`src/rtl/amb_pkg.sv`:
```
package amb_pkg;
    typedef enum logic {
        POL_WARN   = 1'b0,
        POL_LOWEST = 1'b1
    } policy_e;
endpackage

```
`src/rtl/amb_lowest_isolate.sv`:
```
module amb_lowest_isolate #(
    parameter int LINES = 8
) (
    input  logic [LINES-1:0] raw_lines,
    output logic [LINES-1:0] first_line,
    output logic             multi_hot
);
    // seen_below[i] is set when any line with index below i is excited
    logic [LINES:0]   seen_below;
    logic [LINES-1:0] dup_line;

    assign seen_below[0] = 1'b0;

    generate
        for (genvar i = 0; i < LINES; i++) begin : g_chain
            assign seen_below[i+1] = seen_below[i] | raw_lines[i];
            assign first_line[i]   = raw_lines[i] & ~seen_below[i];
            assign dup_line[i]     = raw_lines[i] &  seen_below[i];
        end
    endgenerate

    assign multi_hot = |dup_line;
endmodule

```
`src/rtl/amb_policy.sv`:
```
module amb_policy #(
    parameter int LINES = 8
) (
    input  logic [LINES-1:0] raw_lines,
    input  logic [LINES-1:0] first_line,
    input  logic             multi_hot,
    input  amb_pkg::policy_e policy,
    output logic [LINES-1:0] out_lines,
    output logic             out_warn,
    output logic             out_block
);
    typedef struct packed {
        logic [LINES-1:0] lines;
        logic             warn;
        logic             block;
    } res_t;

    res_t res_d;

    always_comb begin
        res_d       = '0;
        res_d.lines = raw_lines;
        if (multi_hot) begin
            if (policy == amb_pkg::POL_WARN) begin
                res_d.lines = '0;
                res_d.warn  = 1'b1;
                res_d.block = 1'b1;
            end else begin
                res_d.lines = first_line;
            end
        end
    end

    assign out_lines = res_d.lines;
    assign out_warn  = res_d.warn;
    assign out_block = res_d.block;
endmodule

```
`src/rtl/amb_resolver.sv`:
```
module amb_resolver #(
    parameter int LINES = 8
) (
    input  logic [LINES-1:0] sense_lines,
    input  logic             policy_sel,
    output logic [LINES-1:0] clean_lines,
    output logic             warn_lamp,
    output logic             strobe_block
);
    import amb_pkg::*;

    logic [LINES-1:0] first_d;
    logic             multi_d;
    policy_e          policy_d;

    assign policy_d = policy_e'(policy_sel);

    amb_lowest_isolate #(.LINES(LINES)) u_iso (
        .raw_lines  (sense_lines),
        .first_line (first_d),
        .multi_hot  (multi_d)
    );

    amb_policy #(.LINES(LINES)) u_pol (
        .raw_lines  (sense_lines),
        .first_line (first_d),
        .multi_hot  (multi_d),
        .policy     (policy_d),
        .out_lines  (clean_lines),
        .out_warn   (warn_lamp),
        .out_block  (strobe_block)
    );

    // Output-side checks against the raw inputs
    always_comb begin
        assert_onehot_out_R9: assert ($onehot0(clean_lines))
            else $error("clean_lines not one-hot-or-zero");
        assert_subset_R9: assert ((clean_lines & ~sense_lines) == '0)
            else $error("clean_lines has a bit not excited");
        assert_warn_block_R9: assert (warn_lamp == strobe_block)
            else $error("warn and block disagree");
        assert_idle_R1: assert (sense_lines != '0 || (clean_lines == '0 && !warn_lamp))
            else $error("output with no excited line");
        assert_single_pass_R2: assert ($countones(sense_lines) != 1
                                       || (clean_lines == sense_lines && !warn_lamp))
            else $error("single line not passed unchanged");
        assert_warn_multi_R4: assert (!($countones(sense_lines) > 1 && !policy_sel)
                                      || (strobe_block && clean_lines == '0))
            else $error("warning policy did not block");
        assert_lowest_quiet_R6: assert (!policy_sel || !warn_lamp)
            else $error("lowest-code policy raised warning");
    end
endmodule

```
`config.mk`:
```
export PLATFORM = sky130hd
export DESIGN_NAME = amb_resolver
export DESIGN_NICKNAME = d
export VERILOG_FILES = /design/src/rtl/amb_pkg.sv /design/src/rtl/amb_lowest_isolate.sv /design/src/rtl/amb_policy.sv /design/src/rtl/amb_resolver.sv
export SDC_FILE = /design/constraint.sdc
export NUM_CORES = 1
export LEC_CHECK = 0
export CORE_AREA = 3 3 40 42
export DETAILED_ROUTE_END_ITERATION = 7
export DIE_AREA = 0 0 43 45
export PLACE_DENSITY = 0.57
export SYNTH_ARGS = -nofsm -noshare
export SYNTH_HDL_FRONTEND = slang
export SYNTH_HIERARCHICAL = 1
export SYNTH_SLANG_ARGS = --single-unit
```
`constraint.sdc`:
```
create_clock -name vclk -period 5.2
set_clock_uncertainty 0.15 [all_clocks]
set_input_delay 1.04 -clock vclk [all_inputs]
set_output_delay 1.04 -clock vclk [all_outputs]
set_load 0.05 [all_outputs]
```
# Yosys cells after proc, flatten, opt, wreduce, memory -nomap -nowiden
# Index checks and enable logic that the tools add are counted.
[word_totals]
mem_bits_rw = 0
input_bits = 9
n_memories = 0
elab_cells = 31
register_bits = 0
latch_bits = 0
rom_bits = 0
out_inout_bits = 10
[op_classes]
n_lt_le_gt_ge = 0
div = 0
eq_ne = 0
n_mul = 0
bitwise_logic = 27
shifts = 0
n_addsub = 0
muxes = 3
n_reduce_logical = 1
[ops]
columns = ["op", "count"]
rows = [
  ["$and A1 B1 Y1", 14],
  ["$mux W10", 1],
  ["$mux W8", 1],
  ["$not A1 Y1", 7],
  ["$reduce_or A7 Y1", 1],
  ["$or A1 B1 Y1", 6],
  ["$mux W2", 1],
]

# Logic depth before layout (Yosys ltp)
# Gate-level depths: netlist (run 1).
[logic_depth]
depth_word = 10
ltp_mapped = 6
ltp_nobuf = 5

# Cells and area by module
# Netlist (run 1), hierarchy kept.
[by_module_without_submodules]
columns = ["module", "seq_area_each_um2", "n_inst", "area_per_inst_um2", "cells_per_inst"]
rows = [
  ["amb_lowest_isolate", 0.0, 1, 153.9, 20],
  ["amb_policy", 0.0, 1, 115.1, 17],
]

# Worst setup path before layout (run 1)
# Ideal clock, no wire load.
[synth_path]
kind = "input-to-output"
from = "input sense_lines[1]"
to = "output clean_lines[6]"
path_stages = 4
slack_ps = 974
required_ps = 4010
t_arrival_ps = 3036
n_path_buf = 0
cell_sequence = "or3_4 > a2111oi_2 > o22ai_1 > o21ai_0"
[synth_between]
elab_chain_cells = 9
elab_cells_between_ends = 18
classes_between = "2 x mux; 15 x bitwise; 1 x reduce/logical"
[synth_rtl]
columns = ["item", "line", "source"]
rows = [
  ["from (decl)", "amb_resolver.sv:4", "input logic [LINES-1:0] sense_lines,"],
  ["$or A1 B1 Y1 (6 in a row)", "amb_lowest_isolate.sv:16", "assign seen_below[i+1] = seen_below[i] | raw_lines[i];"],
  ["$and A1 B1 Y1", "amb_lowest_isolate.sv:18", "assign dup_line[i] = raw_lines[i] & seen_below[i];"],
  ["$reduce_or A7 Y1 (*)", "amb_lowest_isolate.sv:22", "assign multi_hot = |dup_line;"],
  ["net multi_d", "amb_resolver.sv:13", "logic multi_d;"],
  ["$mux W10 (*)", "amb_policy.sv:23", "if (multi_hot) begin"],
  ["to (decl)", "amb_resolver.sv:6", "output logic [LINES-1:0] clean_lines,"],
]
# Mark *: on every way through the listed nets, which the timed path passes. The rest lies on a longest branch.

# Worst setup path in the final report (run 1)
[layout_path]
from = "input sense_lines[0]"
to = "output clean_lines[6]"
# The elaborated chain is that of the path after synthesis.

==> results of run 1 <==
[routing by layer]
layer  track usage  wire [µm]  vias to the layer above
met2        0.0988        269                       14
met1        0.0952        372                      142
met5             0          0                        -
met4             0          0                        0
met3        0.0120         70                        0
li1              -          -                      177
[kinds of logic after synthesis]
family	after synthesis
and+or+nand+nor	18
adders and majority gates	1
buffers and inverters	6
AOI/OAI and AO/OA	12
[area by class of cell]
| cell class | count | share of cell area |
|---|---|---|
| inverter | 3 | 0.0258 |
| multi-input combinational | 31 | 0.530 |
| tap | 15 | 0.0430 |
| timing repair buffer | 19 | 0.401 |
[power groups by stage]
stage               clock network, mW  logic [mW]  registers (mW)
detailed placement                  0      0.0360               0
global placement                    0      0.0361               0
global route                        0      0.0381               0
CTS                                 0      0.0361               0
floorplan                           0      0.0213               0
finish                              0      0.0360               0
[worst max-delay path by stage]
stage              startpoint             end  slack [ns]
6_report       sense_lines[0]  clean_lines[6]        0.45
5_1_grt        sense_lines[0]  clean_lines[6]        0.28
4_1_cts        sense_lines[0]  clean_lines[6]        0.45
3_5_place_dp   sense_lines[0]  clean_lines[6]        0.46
3_3_place_gp   sense_lines[1]  clean_lines[6]        0.47
2_1_floorplan  sense_lines[1]  clean_lines[6]        0.97
[through the flow]
stage                     area, µm²   util  power (mW)  setup slack, ns  hold slack [ns]
after floorplan                 269      -      0.0213            0.974             2.11
after global placement          437  0.340      0.0361            0.471             2.81
after detailed placement        437  0.340      0.0360            0.460             2.81
after CTS                       437  0.340      0.0361            0.447             2.82
after global routing            437  0.340      0.0381            0.279             2.85
final                           437  0.340      0.0360            0.451             2.82
[cells in the final DEF, fill, tap and decap left out, drive strengths merged]
cell type and count:
nor3 2, a22o 6, nand2 1, clkdlybuf4s50 13, nor3b 3, nor2 2, or2 1, o21ai 2
and2 2, nor2b 1, and3 1, a211oi 1, buf 6, o41ai 1, or3 2, o22ai 1
inv 3, maj3 1, nor4b 1, nand3 2, a2111oi 1
[critical path: stages]
cell	delay, ns
clkdlybuf4s50_1	0.53
or3_4	0.44
a2111oi_2	0.29
o22ai_1	0.24
o21ai_0	0.20
clkdlybuf4s50_1	0.82
==> summary.md, run 1 <==
| Metric | Value |
|---|---|
| Status | `finished, final reports clean` |
| Routability congestion estimate | `0.718` |
| Filler Cells Inserted | `152` |
| Synth top cells by count | `a22o_1 (6), inv_1 (3), nor3b_1 (3)` |
| Largest area contributor in the netlist | `a22o_1` |
| Final non-filler cell total | `between 60 and 70` |
| Diode count | `0` |
| Synth Instances | `37` |
| Die extent in y | `45 µm` |
| Multi-input gate area | `231 µm²` |
| Pwr dens | `82.4 nW/µm²` |
| P_leak | `around 0.17 nW` |
| Post-DP HPWL | `approximately 570 µm` |
| Post-Syn Nets | `46` |
| Peak VDD IR | `0.0222 mV` |
| Gr usage total | `0.0630` |
| Layout cell share with drive strength beyond 1 | `0.208` |
| Post-layout net count | `64` |
| Final setup violation count | `0` |
| Combinational Power Share | `1.000` |
| Vias | `333` |
| Slew margin rel. | `0.666` |
| Fin crit period | `4.75 ns` |
| HP Class | `in -> out` |
| Sequential cells | `0` |
| Initial Util | `0.209` |
| Syn_area_per_cell | `about 7.3 µm²` |
| Vias in the first global route | `235` |
| Crit path max fanout | `8` |
| Type of origin of the critical path | `input pin` |
| Top cell type's share of synthesized area | `0.195` |
| Flop pwr share | `0` |
| Synth top area cells | `a22o_1 (20%), nor3b_1 (8.4%), o41ai_2 (6.0%)` |
| Synth Cell Area | `269 µm²` |
| Wire length per cell | `10.5 µm` |
| Post-Synth Simple-Gate Area | `0.423` |
| Synth cell types | `23` |
| # DRC | `0` |
| Multiplexer share of the synthesized area | `0` |
| Kind of critical path | `in -> out` |
| Critical path data arrival time | `3.56 ns` |
| Core area | `~1300 µm²` |
| Worst Hold Path EP | `clean_lines[4]` |
| Overflow after GRT | `0` |
| Cell with the most instances after synthesis | `a22o_1` |
| Post-route ant nets | `0` |
| Layout area overhead | `62.3%` |
| Peak Freq | `211 MHz` |
| Sequential cell area | `0 µm²` |
| Total die area | `1940 µm²` |
| Psw | `roughly 21 µW` |
| Synth Area in Compound Gates | `0.400` |
| Seq/Total Area, Yosys | `0` |
| Crit end category | `output port` |
| Initial antenna violation count | `0` |
| CP Data Required Time | `between 4 and 5 ns` |
| YS warnings | `6` |
| Synth Area in XOR/XNOR | `0` |
| Max Cap Violations | `0` |
| Site row count | `13` |
| Post-Synth Adder-Cell Area | `0.0372` |
| Placed cell count | `a little under 70` |
| Combinational family with the most area after synthesis | `simple AND/OR/NAND/NOR gates` |
| Post-CTS sizing | `0` |
| Die W | `43 µm` |
| Initial DRC Count | `3` |
| Fin. Hold Viols | `0` |
| Routed WL | `712 µm` |
| Hold path depth | `3` |
| Post-CTS Setup Inserts | `0` |
| Largest net degree at the start of global routing | `9` |
| Number of port buffers | `19` |
| Period utilization | `0.913` |
| Clk network pwr share | `0` |
| First-pass GRT wire length | `about 1000 µm` |
| I/O pin count | `19` |
| Final Max Slew Viols | `0` |
| CTS hold repair buffers | `0` |
| Net switching fraction of the power | `0.580` |
| Via density | `a little under 5` |
| Min-Delay Startpoint | `sense_lines[4]` |
| Drt pass-1 iters | `2` |
| Internal power | `15.1 µW` |
| Worst slew pin tran | `0.499 ns` |
| RSZ-0062 raised after global routing | `no` |
| Total negative setup slack | `0 ns` |
| Clock buf count | `0` |
Power figures use the tool's default switching activity.
==> inputs of run 2 (changes only) <==
--- a/config.mk
+++ b/config.mk
@@ -5,9 +5,9 @@
 export SDC_FILE = /design/constraint.sdc
 export NUM_CORES = 1
 export LEC_CHECK = 0
-export CORE_AREA = 3 3 40 42
+export CORE_AREA = 4 4 41 43
 export DETAILED_ROUTE_END_ITERATION = 7
-export DIE_AREA = 0 0 43 45
+export DIE_AREA = 0 0 45 47
 export PLACE_DENSITY = 0.57
 export SYNTH_ARGS = -nofsm -noshare
 export SYNTH_HDL_FRONTEND = slang
==> run 2 against run 1 <==
  * Maximum frequency is 0.21% higher
  * Die area is 9.3% higher
  * Cell area stayed put
  * Critical path type unchanged
==> summary.md, run 2 (synthesis gave the netlist of run 1 again) <==
| Metric | Value |
|---|---|
| RSZ-0062 raised after global routing | `no` |
| CP cell instances | `clkdlybuf4s50_1 -> or3_4 -> a2111oi_2 -> o22ai_1 -> inv_1 -> nor2_1 -> clkdlybuf4s50_1` |
| Routed WL | `768 µm` |
| Peak VDD IR | `about 0.023 mV` |
| Vias | `324` |
| Via density | `4.76` |
| CTS hold repair buffers | `0` |
| Slowest CP cell | `clkdlybuf4s50_1` |
| Peak Freq | `211 MHz` |
| Critical path's top delay family | `buffers and inverters` |
| Sequential cell area | `0 µm²` |
| Most common cell after layout, fill and taps aside | `clkdlybuf4s50_1` |
| Max Cap Violations | `0` |
| Site row count | `13` |
| Largest net degree at the start of global routing | `9` |
| Die W | `45 µm` |
| Period utilization | `0.911` |
| Kind of critical path | `in -> out` |
| Initial Util | `0.207` |
| Layout cell share with drive strength beyond 1 | `0.208` |
| Type of origin of the critical path | `input pin` |
| Clock buf count | `0` |
| First-pass GRT wire length | `between 1000 and 1500 µm` |
| Post-CTS sizing | `0` |
| Number of port buffers | `19` |
| Total die area | `2120 µm²` |
| Most frequent cells in the layout | `clkdlybuf4s50_1 (13), buf_4 (6), a22o_1 (6)` |
| Worst slew pin tran | `0.493 ns` |
| Drt pass-1 iters | `2` |
| HP Class | `in -> out` |
| Final Max Slew Viols | `0` |
| I/O pin count | `19` |
| Wire length per cell | `between 10 and 15 µm` |
| Post-layout net count | `64` |
| Layout area overhead | `62.3%` |
| Post-CTS Setup Inserts | `0` |
| P_leak | `0.172 nW` |
| Sequential cells | `0` |
| Slowest cell delay on critical path | `0.70 ns` |
| Crit end category | `output port` |
| Post-DP HPWL | `595 µm` |
| Filler Cells Inserted | `between 150 and 200` |
| Slew margin rel. | `0.670` |
| Min Hold Slack | `2.81 ns` |
| Critical path data arrival time | `3.55 ns` |
| Routability congestion estimate | `0.727` |
| Fin crit period | `4.74 ns` |
| Gr usage total | `0.0716` |
| Die extent in y | `47 µm` |
| Worst Path Buf+Inv | `3` |
| Fin. Hold Viols | `0` |
| Status | `finished, final reports clean` |
| Vias in the first global route | `264` |
| Diode count | `0` |
| Final setup violation count | `0` |
| Cell mode on critical path | `clkdlybuf4s50_1` |
| Initial DRC Count | `3` |
| Multi-input gate area | `231 µm²` |
| Post-route ant nets | `0` |
| Crit path max fanout | `8` |
| Overflow after GRT | `0` |
| Pwr dens | `82.7 nW/µm²` |
| Core area | `1300 µm²` |
| # DRC | `0` |
| CP Data Required Time | `4.01 ns` |
| Total negative setup slack | `0 ns` |
| Initial antenna violation count | `0` |
==> run 2: power breakdown <==
group / total (mW) / internal (mW) / leakage, nW / switching, mW
clock: 0 / 0 / 0 / 0
combinational: 0.0361 / 0.0151 / 0.172 / 0.0210
sequential: 0 / 0 / 0 / 0
==> run 2: path summary, 6_finish.rpt <==
path	end	slack, ns	depth (start not counted)	from
worst max-delay path	strobe_block	0.46	7	sense_lines[0]
worst min-delay path	clean_lines[7]	2.81	3	sense_lines[7]
==> run 2: area by class of cell <==
| class | count | area share |
|---|---|---|
| Multi-Input combinational cell | 31 | 0.530 |
| Timing Repair Buffer | 19 | 0.401 |
| Inverter | 3 | 0.0258 |
| Tap cell | 15 | 0.0430 |
==> run 2: per-layer routing <==
metal | track usage | vias to the layer above | wire length (µm) | part of all wire
met2 | 0.105 | 14 | 297 | 0.39
met1 | 0.115 | 136 | 395 | 0.51
met5 | 0 | - | 0 | 0
li1 | - | 174 | - | -
met4 | 0 | 0 | 0 | 0
met3 | 0.0115 | 0 | 75 | 0.098
==> run 2: through the flow <==
step	area, µm²	setup WS (ns)	power (mW)	util	std cells
final	437	0.461	0.0361	0.336	68
after global placement	437	0.495	0.0363	0.336	68
after global routing	437	0.245	0.0387	0.336	68
after floorplan	269	0.974	0.0213	-	37
after CTS	437	0.438	0.0364	0.336	68
after detailed placement	437	0.455	0.0362	0.336	68
==> inputs of run 3 (changes only) <==
--- a/config.mk
+++ b/config.mk
@@ -5,6 +5,7 @@
 export SDC_FILE = /design/constraint.sdc
 export NUM_CORES = 1
 export LEC_CHECK = 0
+export ABC_CLOCK_PERIOD_IN_PS = 5200
 export CORE_AREA = 4 4 41 43
 export DETAILED_ROUTE_END_ITERATION = 7
 export DIE_AREA = 0 0 45 47
==> results of run 3 <==
The final DEF is identical to that of run 2; final timing and power are the same.
